`config.mk`:
```
export PLATFORM = sky130hd
export DESIGN_NAME = sercon_regfile
export DESIGN_NICKNAME = d
export VERILOG_FILES = /design/src/rtl/sercon_pkg.sv /design/src/rtl/sercon_decode.sv /design/src/rtl/sercon_chan.sv /design/src/rtl/sercon_rdmux.sv /design/src/rtl/sercon_regfile.sv
export SDC_FILE = /design/constraint.sdc
export NUM_CORES = 1
export LEC_CHECK = 0
export ABC_AREA = 1
export BUFFER_PORTS_ARGS = -buffer_cell sky130_fd_sc_hd__buf_2
export CAP_MARGIN = 20
export CORE_ASPECT_RATIO = 0.7
export CORE_MARGIN = 3
export CORE_UTILIZATION = 30
export CTS_CLUSTER_SIZE = 8
export DETAILED_ROUTE_END_ITERATION = 7
export PLACE_DENSITY = 0.49
export SETUP_SLACK_MARGIN = 0.4
export SLEW_MARGIN = 20
export SYNTH_ARGS = -nofsm -noshare
export SYNTH_HDL_FRONTEND = slang
export SYNTH_HIERARCHICAL = 1
export SYNTH_SLANG_ARGS = --single-unit
```
`constraint.sdc`:
```
create_clock -name clk -period 15 [get_ports clk]
set_input_delay 0.75 -clock clk [delete_from_list [all_inputs] [get_ports clk]]
set_output_delay 0.75 -clock clk [all_outputs]
set_load 0.01 [all_outputs]
```
`src/rtl/sercon_pkg.sv`:
```
package sercon_pkg;

  localparam int OFS_W    = 5;
  localparam int KICK_BIT = 15;

  typedef enum logic [2:0] {
    SEL_NONE,
    SEL_MLO,
    SEL_MHI,
    SEL_PROT,
    SEL_KICK,
    SEL_EVT,
    SEL_MASK
  } reg_sel_e;

  // Exact-match decode of the in-window byte offset; anything else is unmapped.
  function automatic reg_sel_e reg_decode(input logic [OFS_W-1:0] ofs);
    case (ofs)
      5'h00:   return SEL_MLO;
      5'h04:   return SEL_MHI;
      5'h08:   return SEL_PROT;
      5'h0C:   return SEL_KICK;
      5'h10:   return SEL_EVT;
      5'h14:   return SEL_MASK;
      default: return SEL_NONE;
    endcase
  endfunction

endpackage

```
`src/rtl/sercon_decode.sv`:
```
module sercon_decode
  import sercon_pkg::*;
#(
  parameter int ADDR_W    = 16,
  parameter int BASE_ADDR = 32'h0A00,
  parameter int NCH       = 4
) (
  input  logic [ADDR_W-1:0]        addr,
  output logic                     hit,
  output logic [$clog2(NCH)-1:0]   ch,
  output reg_sel_e                 sel
);

  localparam int CH_W  = $clog2(NCH);
  localparam int WIN_W = CH_W + OFS_W;
  localparam logic [ADDR_W-1:0] BASE_V = ADDR_W'(BASE_ADDR);

  always_comb begin
    hit = (addr[ADDR_W-1:WIN_W] == BASE_V[ADDR_W-1:WIN_W]);
    ch  = addr[WIN_W-1:OFS_W];
    sel = reg_decode(addr[OFS_W-1:0]);
  end

endmodule

```
`src/rtl/sercon_chan.sv`:
```
module sercon_chan
  import sercon_pkg::*;
#(
  parameter int DATA_W = 32,
  parameter int EVT_W  = 16
) (
  input  logic              clk,
  input  logic              rst_n,
  input  logic              wr_stb,
  input  reg_sel_e          sel,
  input  logic [DATA_W-1:0] wdata,
  input  logic [EVT_W-1:0]  evt_set,
  output logic [DATA_W-1:0] mode_lo,
  output logic [DATA_W-1:0] mode_hi,
  output logic [DATA_W-1:0] prot,
  output logic [EVT_W-1:0]  evt,
  output logic [EVT_W-1:0]  mask,
  output logic              kick,
  output logic              irq
);

  logic             mlo_en, mhi_en, prot_en, mask_en, evt_en;
  logic [EVT_W-1:0] evt_clr, evt_d;
  logic             kick_d;

  // Next-state logic
  always_comb begin
    mlo_en  = wr_stb && (sel == SEL_MLO);
    mhi_en  = wr_stb && (sel == SEL_MHI);
    prot_en = wr_stb && (sel == SEL_PROT);
    mask_en = wr_stb && (sel == SEL_MASK);
    evt_clr = (wr_stb && (sel == SEL_EVT)) ? wdata[EVT_W-1:0] : '0;
    // Hardware set is applied after the clear, so it wins on the same bit.
    evt_d   = (evt & ~evt_clr) | evt_set;
    evt_en  = (|evt_clr) || (|evt_set);
    kick_d  = wr_stb && (sel == SEL_KICK) && wdata[KICK_BIT];
  end

  // State registers
  always_ff @(posedge clk or negedge rst_n) begin
    if (!rst_n) begin
      mode_lo <= '0;
      mode_hi <= '0;
      prot    <= '0;
      mask    <= '0;
      evt     <= '0;
      kick    <= 1'b0;
    end else begin
      if (mlo_en)  mode_lo <= wdata;
      if (mhi_en)  mode_hi <= wdata;
      if (prot_en) prot    <= wdata;
      if (mask_en) mask    <= wdata[EVT_W-1:0];
      if (evt_en)  evt     <= evt_d;
      kick <= kick_d;
    end
  end

  assign irq = |(evt & mask);

endmodule

```
`src/rtl/sercon_rdmux.sv`:
```
module sercon_rdmux
  import sercon_pkg::*;
#(
  parameter int NCH    = 4,
  parameter int DATA_W = 32,
  parameter int EVT_W  = 16
) (
  input  logic                           hit,
  input  logic [$clog2(NCH)-1:0]         ch,
  input  reg_sel_e                       sel,
  input  logic [NCH-1:0][DATA_W-1:0]     mode_lo,
  input  logic [NCH-1:0][DATA_W-1:0]     mode_hi,
  input  logic [NCH-1:0][DATA_W-1:0]     prot,
  input  logic [NCH-1:0][EVT_W-1:0]      evt,
  input  logic [NCH-1:0][EVT_W-1:0]      mask,
  output logic [DATA_W-1:0]              rd_word
);

  always_comb begin
    rd_word = '0;
    if (hit) begin
      case (sel)
        SEL_MLO:  rd_word = mode_lo[ch];
        SEL_MHI:  rd_word = mode_hi[ch];
        SEL_PROT: rd_word = prot[ch];
        SEL_EVT:  rd_word = DATA_W'(evt[ch]);
        SEL_MASK: rd_word = DATA_W'(mask[ch]);
        default:  rd_word = '0;
      endcase
    end
  end

endmodule

```
`src/rtl/sercon_regfile.sv`:
```
module sercon_regfile
  import sercon_pkg::*;
#(
  parameter int ADDR_W    = 16,
  parameter int BASE_ADDR = 32'h0A00,
  parameter int NCH       = 4,
  parameter int DATA_W    = 32,
  parameter int EVT_W     = 16
) (
  input  logic                   clk,
  input  logic                   rst_n,
  input  logic                   wr_en,
  input  logic                   rd_en,
  input  logic [ADDR_W-1:0]      addr,
  input  logic [DATA_W-1:0]      wdata,
  input  logic [NCH*EVT_W-1:0]   evt_set,
  output logic [DATA_W-1:0]      rdata,
  output logic [NCH-1:0]         tx_kick,
  output logic [NCH-1:0]         irq
);

  localparam int CH_W = $clog2(NCH);

  // Reset: asserted asynchronously, released on the clock
  logic [1:0] rst_sync_q;
  logic       rst_int_n;

  always_ff @(posedge clk or negedge rst_n) begin
    if (!rst_n) rst_sync_q <= '0;
    else        rst_sync_q <= {rst_sync_q[0], 1'b1};
  end
  assign rst_int_n = rst_sync_q[1];

  // Address decode
  logic            hit;
  logic [CH_W-1:0] ch;
  reg_sel_e        sel;

  sercon_decode #(
    .ADDR_W(ADDR_W), .BASE_ADDR(BASE_ADDR), .NCH(NCH)
  ) u_decode (
    .addr(addr), .hit(hit), .ch(ch), .sel(sel)
  );

  // Per-channel register sets
  logic [NCH-1:0][DATA_W-1:0] mode_lo_q, mode_hi_q, prot_q;
  logic [NCH-1:0][EVT_W-1:0]  evt_q, mask_q;

  for (genvar c = 0; c < NCH; c++) begin : g_chan
    logic wr_stb;
    assign wr_stb = wr_en && hit && (ch == CH_W'(c));

    sercon_chan #(
      .DATA_W(DATA_W), .EVT_W(EVT_W)
    ) u_chan (
      .clk     (clk),
      .rst_n   (rst_int_n),
      .wr_stb  (wr_stb),
      .sel     (sel),
      .wdata   (wdata),
      .evt_set (evt_set[c*EVT_W +: EVT_W]),
      .mode_lo (mode_lo_q[c]),
      .mode_hi (mode_hi_q[c]),
      .prot    (prot_q[c]),
      .evt     (evt_q[c]),
      .mask    (mask_q[c]),
      .kick    (tx_kick[c]),
      .irq     (irq[c])
    );
  end

  // Read path
  logic [DATA_W-1:0] rd_word;

  sercon_rdmux #(
    .NCH(NCH), .DATA_W(DATA_W), .EVT_W(EVT_W)
  ) u_rdmux (
    .hit(hit), .ch(ch), .sel(sel),
    .mode_lo(mode_lo_q), .mode_hi(mode_hi_q), .prot(prot_q),
    .evt(evt_q), .mask(mask_q), .rd_word(rd_word)
  );

  always_ff @(posedge clk or negedge rst_int_n) begin
    if (!rst_int_n)  rdata <= '0;
    else if (rd_en)  rdata <= rd_word;
  end

endmodule

```
## Word-level counts from Yosys, hierarchy flattened

Cells that the tools add are included.

- Word-level logic and storage cells: 126
- Output and inout port bits: 40
- Flip-flop bits (word level): 550

- Equality and inequality tests: 15
- Reductions and logical operators: 51
- Muxes and demuxes: 17
- Order comparisons: 1
- Bitwise gates (word level): 16

Operators by type and width:

| kind | count |
|---|---|
| $bmux 32 s2 | 3 |
| $reduce_or 16->1 | 12 |
| $pmux 32 s5 | 1 |
| $and 16x16->16 | 8 |
| $mux 32 | 4 |
| $mux 16 | 6 |
| $bmux 16 s2 | 2 |
| $not 16->16 | 4 |
| $or 16x16->16 | 4 |
| $logic_and 1x1->1 | 33 |
| $pmux 3 s6 | 1 |
| $eq 5x4->1 const B | 2 |
| $eq 5x5->1 const B | 2 |
| $eq 3x3->1 const B | 3 |
| $eq 9x5->1 const B | 1 |
| $eq 3x2->1 const B | 2 |
| $eq 5x3->1 const B | 1 |
| $logic_not 5->1 | 1 |
| $eq 2x2->1 const B | 2 |
| $logic_or 1x1->1 | 4 |
| $eq 3x1->1 const B | 1 |
| $lt 2x3->1 const B | 1 |
| $eq 2x1->1 const B | 1 |
| $logic_not 2->1 | 1 |

## Longest topological paths before layout

- Depth after elaboration: 8
- Gate-level depth with buffers: 14
- Depth with buffers taken out: 12

## Cells and area by module

The synthesis kept the hierarchy.

By module, submodules not included:

| module | cells each | instances | area an instance (um^2) |
|---|---|---|---|
| sercon_chan | 504 | 4 | 4839.6 |
| sercon_rdmux | 1455 | 1 | 6092.1 |
| sercon_regfile | 150 | 1 | 1387.6 |
| sercon_decode | 20 | 1 | 92.6 |

## Least setup slack after synthesis

Ideal clock, no wire load.

- Path kind: input to register
- From: input addr[1]
- To: register rdata[10]
- Data required time: 14935 ps
- Data arrival time: 2810 ps
- Path buffers: 1
- Stages on the path: 13
- Slack: 12125 ps
- Library setup time: 65 ps
- Cell sequence: nor2_1 nand2_1 nor2_1 inv_2 or2_2 nor2_4 buf_4 nand2_1 nand3_1 nor2_1 nor2_1 nand2_1 nand2_1

- Longest elaborated chain between the ends: 5
- Elaborated cells between the ends (all ways): 14

RTL lines:

| element | RTL line | RTL |
|---|---|---|
| start, declared | sercon_regfile.sv:14 | `input logic [ADDR_W-1:0] addr,` |
| $eq 5x5->1, or another cell as far along | sercon_pkg.sv:18 | `case (ofs)` |
| $pmux 3 s6 * | sercon_pkg.sv:18 |  |
| via sel[0] | sercon_regfile.sv:37 | `reg_sel_e sel;` |
| $eq 3x3->1, or another cell as far along | sercon_rdmux.sv:22 | `case (sel)` |
| $pmux 32 s5 * | sercon_rdmux.sv:22 |  |
| $mux 32 * | sercon_rdmux.sv:21 | `if (hit) begin` |
| via rd_word[10] | sercon_regfile.sv:73 | `logic [DATA_W-1:0] rd_word;` |
| end signal, assigned | sercon_regfile.sv:85 | `else if (rd_en) rdata <= rd_word;` |
| end, declared | sercon_regfile.sv:17 | `output logic [DATA_W-1:0] rdata,` |

Mark *: on every way through the listed nets, which the timed path passes. The rest lies on a longest branch.
A chain may end at the register's enable or synchronous reset.

==> flow_summary.toml <==
[finish]
drive_gt1_share_pct = 8.798
nets = 3836
syn2layout_area_growth_pct = 13.37
final_area_um2 = 30530

[cts]
cts_num_sinks = 550
cts_resized = 0
cts-root-buf = "clkbuf_16"
cts_made_buffers = 78
post_cts_buffers = 0
clk_pin_slew_ps = 50
cts_tree = "done"
cts_buffer_depth = 3
clk_latency_ps = 620
holdBufCountCts = 1
htree_levels = 3

[die]
io_pins = 156
std_cell_rows = 91
start_util_pct = 30.40
die_w_um = 364.1
dieArea_um2 = 93460
die_y_um = 256.7
fp.coreArea_um2 = 88580

[yosys]
synth_area_leaders = "dfrtp_1 51%, nand2_1 18%, o21ai_0 11%"
synth_top_cell_area_share_pct = 51.11
yosys_warnings = 6
yosysTopAreaCell = "dfrtp_1"
syn-cell-area_um2 = 26930
syn_avg_cell_area_um2 = 7.397
syn-instance-count = 3641
synth-seq-area-share_pct = 51.11
synth-seq-cells = 550
syn-num-nets = 3757
ys_types = 27

[sta]
period_share_pct = 26.14
relSlewSlack_pct = 27.04
setup_tns_ps = 0
fmax_mhz = 255.0
finalHoldViolCount = 0
tightestPinTransition_ps = 1092
clock-skew-final_ps = 19.52
drv_slew = 0
rsz0062_at_grt = "no"
min_period_ps = 3922
setup_viol = 0

[drt]
vias = 23308
drt_iter0_drc = 2231
routed_wl_um = 97670
remaining_drc_errors = 0
drtPass1Iterations = 5
ant_nets = 0
wl_per_cell_um = 19.96
vias_per_cell = 4.764

[outcome]
status = "completed"

[power]
ir_drop_mv = 0.07563
leakagePower_uw = 0.01559
cellPowerDensity_nw_per_um2 = 108.1

[setup_path]
worst-path-max-fanout = 138
cp-start-kind = "flop"
critPathRequiredTime_ps = 15580
end_kind = "asynchronous set/reset pin"
crit_arrival_ps = 4500
criticalPathCategory = "reg -> async"

[placed_design]
placed_cell_area_um2 = 28420
place_congestion = 0.8298
dp_hpwl_um = 63810
io_buffers = 155

[global_routing]
gr-total-overflow = 0
antenna_found_initial = 11
grt_use_total_pct = 20.77
grt_max_degree = 139
grt_pass1_wl_um = 145600
grt_pass1_vias = 21780

[flow_run]
maxCapViolCount = 0

[hold_path]
min_path_type = "reg -> async"
==> where the power goes <==
part / internal, uW / switching, uW
Clock: 957 / 645
Combinational: 46.9 / 162
Sequential: 1490 / 2.16
==> logic make-up (layout without fill, tap and decap cells) <==
logic type	count (synthesis)	in the layout	synth area share, %
compound gates	673	673	12.51
xor+xnor	1	1	0.03253
buf+inv	662	749	10.70
flops	550	550	51.11
other cells	1	4	0.01392
simple gates	1754	1754	25.64
==> worst paths after layout <==
check,start,to,slack (ps),cells after the start
worst max-delay path,rst_sync_q[1],g_chan[3].u_chan/mode_hi[28],11080,4
worst min-delay path,rst_sync_q[1],g_chan[0].u_chan/evt[9],280,0
worst max register to register,rst_sync_q[1],g_chan[3].u_chan/mode_hi[28],11080,4
worst min register to register,rst_sync_q[1],g_chan[0].u_chan/evt[9],280,0
max in group clk,addr[6],rdata[18],11670,12
min in group clk,evt_set[38],g_chan[2].u_chan/evt[6],320,3
==> final cells by class <==
| cell class | count | area [um2] |
|---|---|---|
| clock inverters | 3 | 33.78 |
| multi-input cells | 2429 | 10310 |
| inverters | 467 | 1767 |
| flip-flops and latches | 550 | 13770 |
| diodes | 3 | 7.507 |
| fillers | 9616 | 58050 |
| clock buffers | 85 | 2063 |
| repair buffers | 194 | 1127 |
| well taps | 1162 | 1454 |
==> worst max-delay path, stage by stage, from the launching register on <==
cell and delay (ps):
dfrtp_4 710, buf_4 620, buf_12 630, buf_4 810, buf_4 900
==> routing by layer <==
layer	wire, um	up-vias	global-route usage (%)	part of all wire, %
met5	28	-	0	0.029
met2	37920	790	27.63	39
met3	7819	114	4.868	8.0
met4	1818	4	4.720	1.9
li1	-	11341	-	-
met1	50080	11059	33.18	51
==> per-stage QoR <==
stage / std cells / total power, uW / hold WS, ps / util, % / worst slack, ps
2_1_floorplan: 3641 / 1642 / 331.1 / - / 6049
3_3_place_gp: 4800 / 1725 / 296.4 / 32.04 / 10840
3_5_place_dp: 4801 / 1723 / 300.0 / 32.08 / 10850
4_1_cts: 4890 / 3346 / 282.8 / 34.46 / 10880
5_1_grt: 4891 / 3425 / 307.7 / 34.46 / 10480
6_report: 4893 / 3302 / 278.8 / 34.47 / 11080
==> state kept, by name (all words and copies together), names as in the netlist <==
register / flops
g_chan.u_chan/evt: 64
g_chan.u_chan/mask: 64
g_chan.u_chan/mode_lo: 128
rdata: 32
rst_sync_q: 2
g_chan.u_chan/kick: 4
g_chan.u_chan/prot: 128
g_chan.u_chan/mode_hi: 128
==> cell usage after synthesis <==
cell,number
nand2_1,1268
dfrtp_1,550
clkbuf_1,61
clkbuf_8,3
buf_1,7
conb_1,1
nand4_1,4
buf_8,1
a21oi_1,1
buf_2,82
inv_1,463
buf_6,21
nand2_2,18
nand3_2,4
buf_4,19
o21ai_0,589
nor4_1,4
xnor2_1,1
or2_2,1
nor2_4,6
inv_8,1
inv_2,3
nor2_1,311
nor2_2,9
nand3_1,129
buf_12,1
o21ai_1,83
==> layout by cell type, fill, tap and decap left out, types with 8 or more instances in the layout <==
| cell type | synthesis | routed |
|---|---|---|
| nor2_4 | 6 | 8 |
| buf_4 | 19 | 36 |
| o21ai_1 | 83 | 83 |
| nor2_2 | 9 | 12 |
| dfrtp_1 | 550 | 549 |
| inv_1 | 463 | 462 |
| buf_2 | 82 | 153 |
| nand3_1 | 129 | 129 |
| nor2_1 | 311 | 306 |
| nand2_1 | 1268 | 1267 |
| nand2_2 | 18 | 19 |
| o21ai_0 | 589 | 589 |
| clkbuf_16 | 0 | 82 |
No activity file was read; power rests on OpenSTA's default activity.
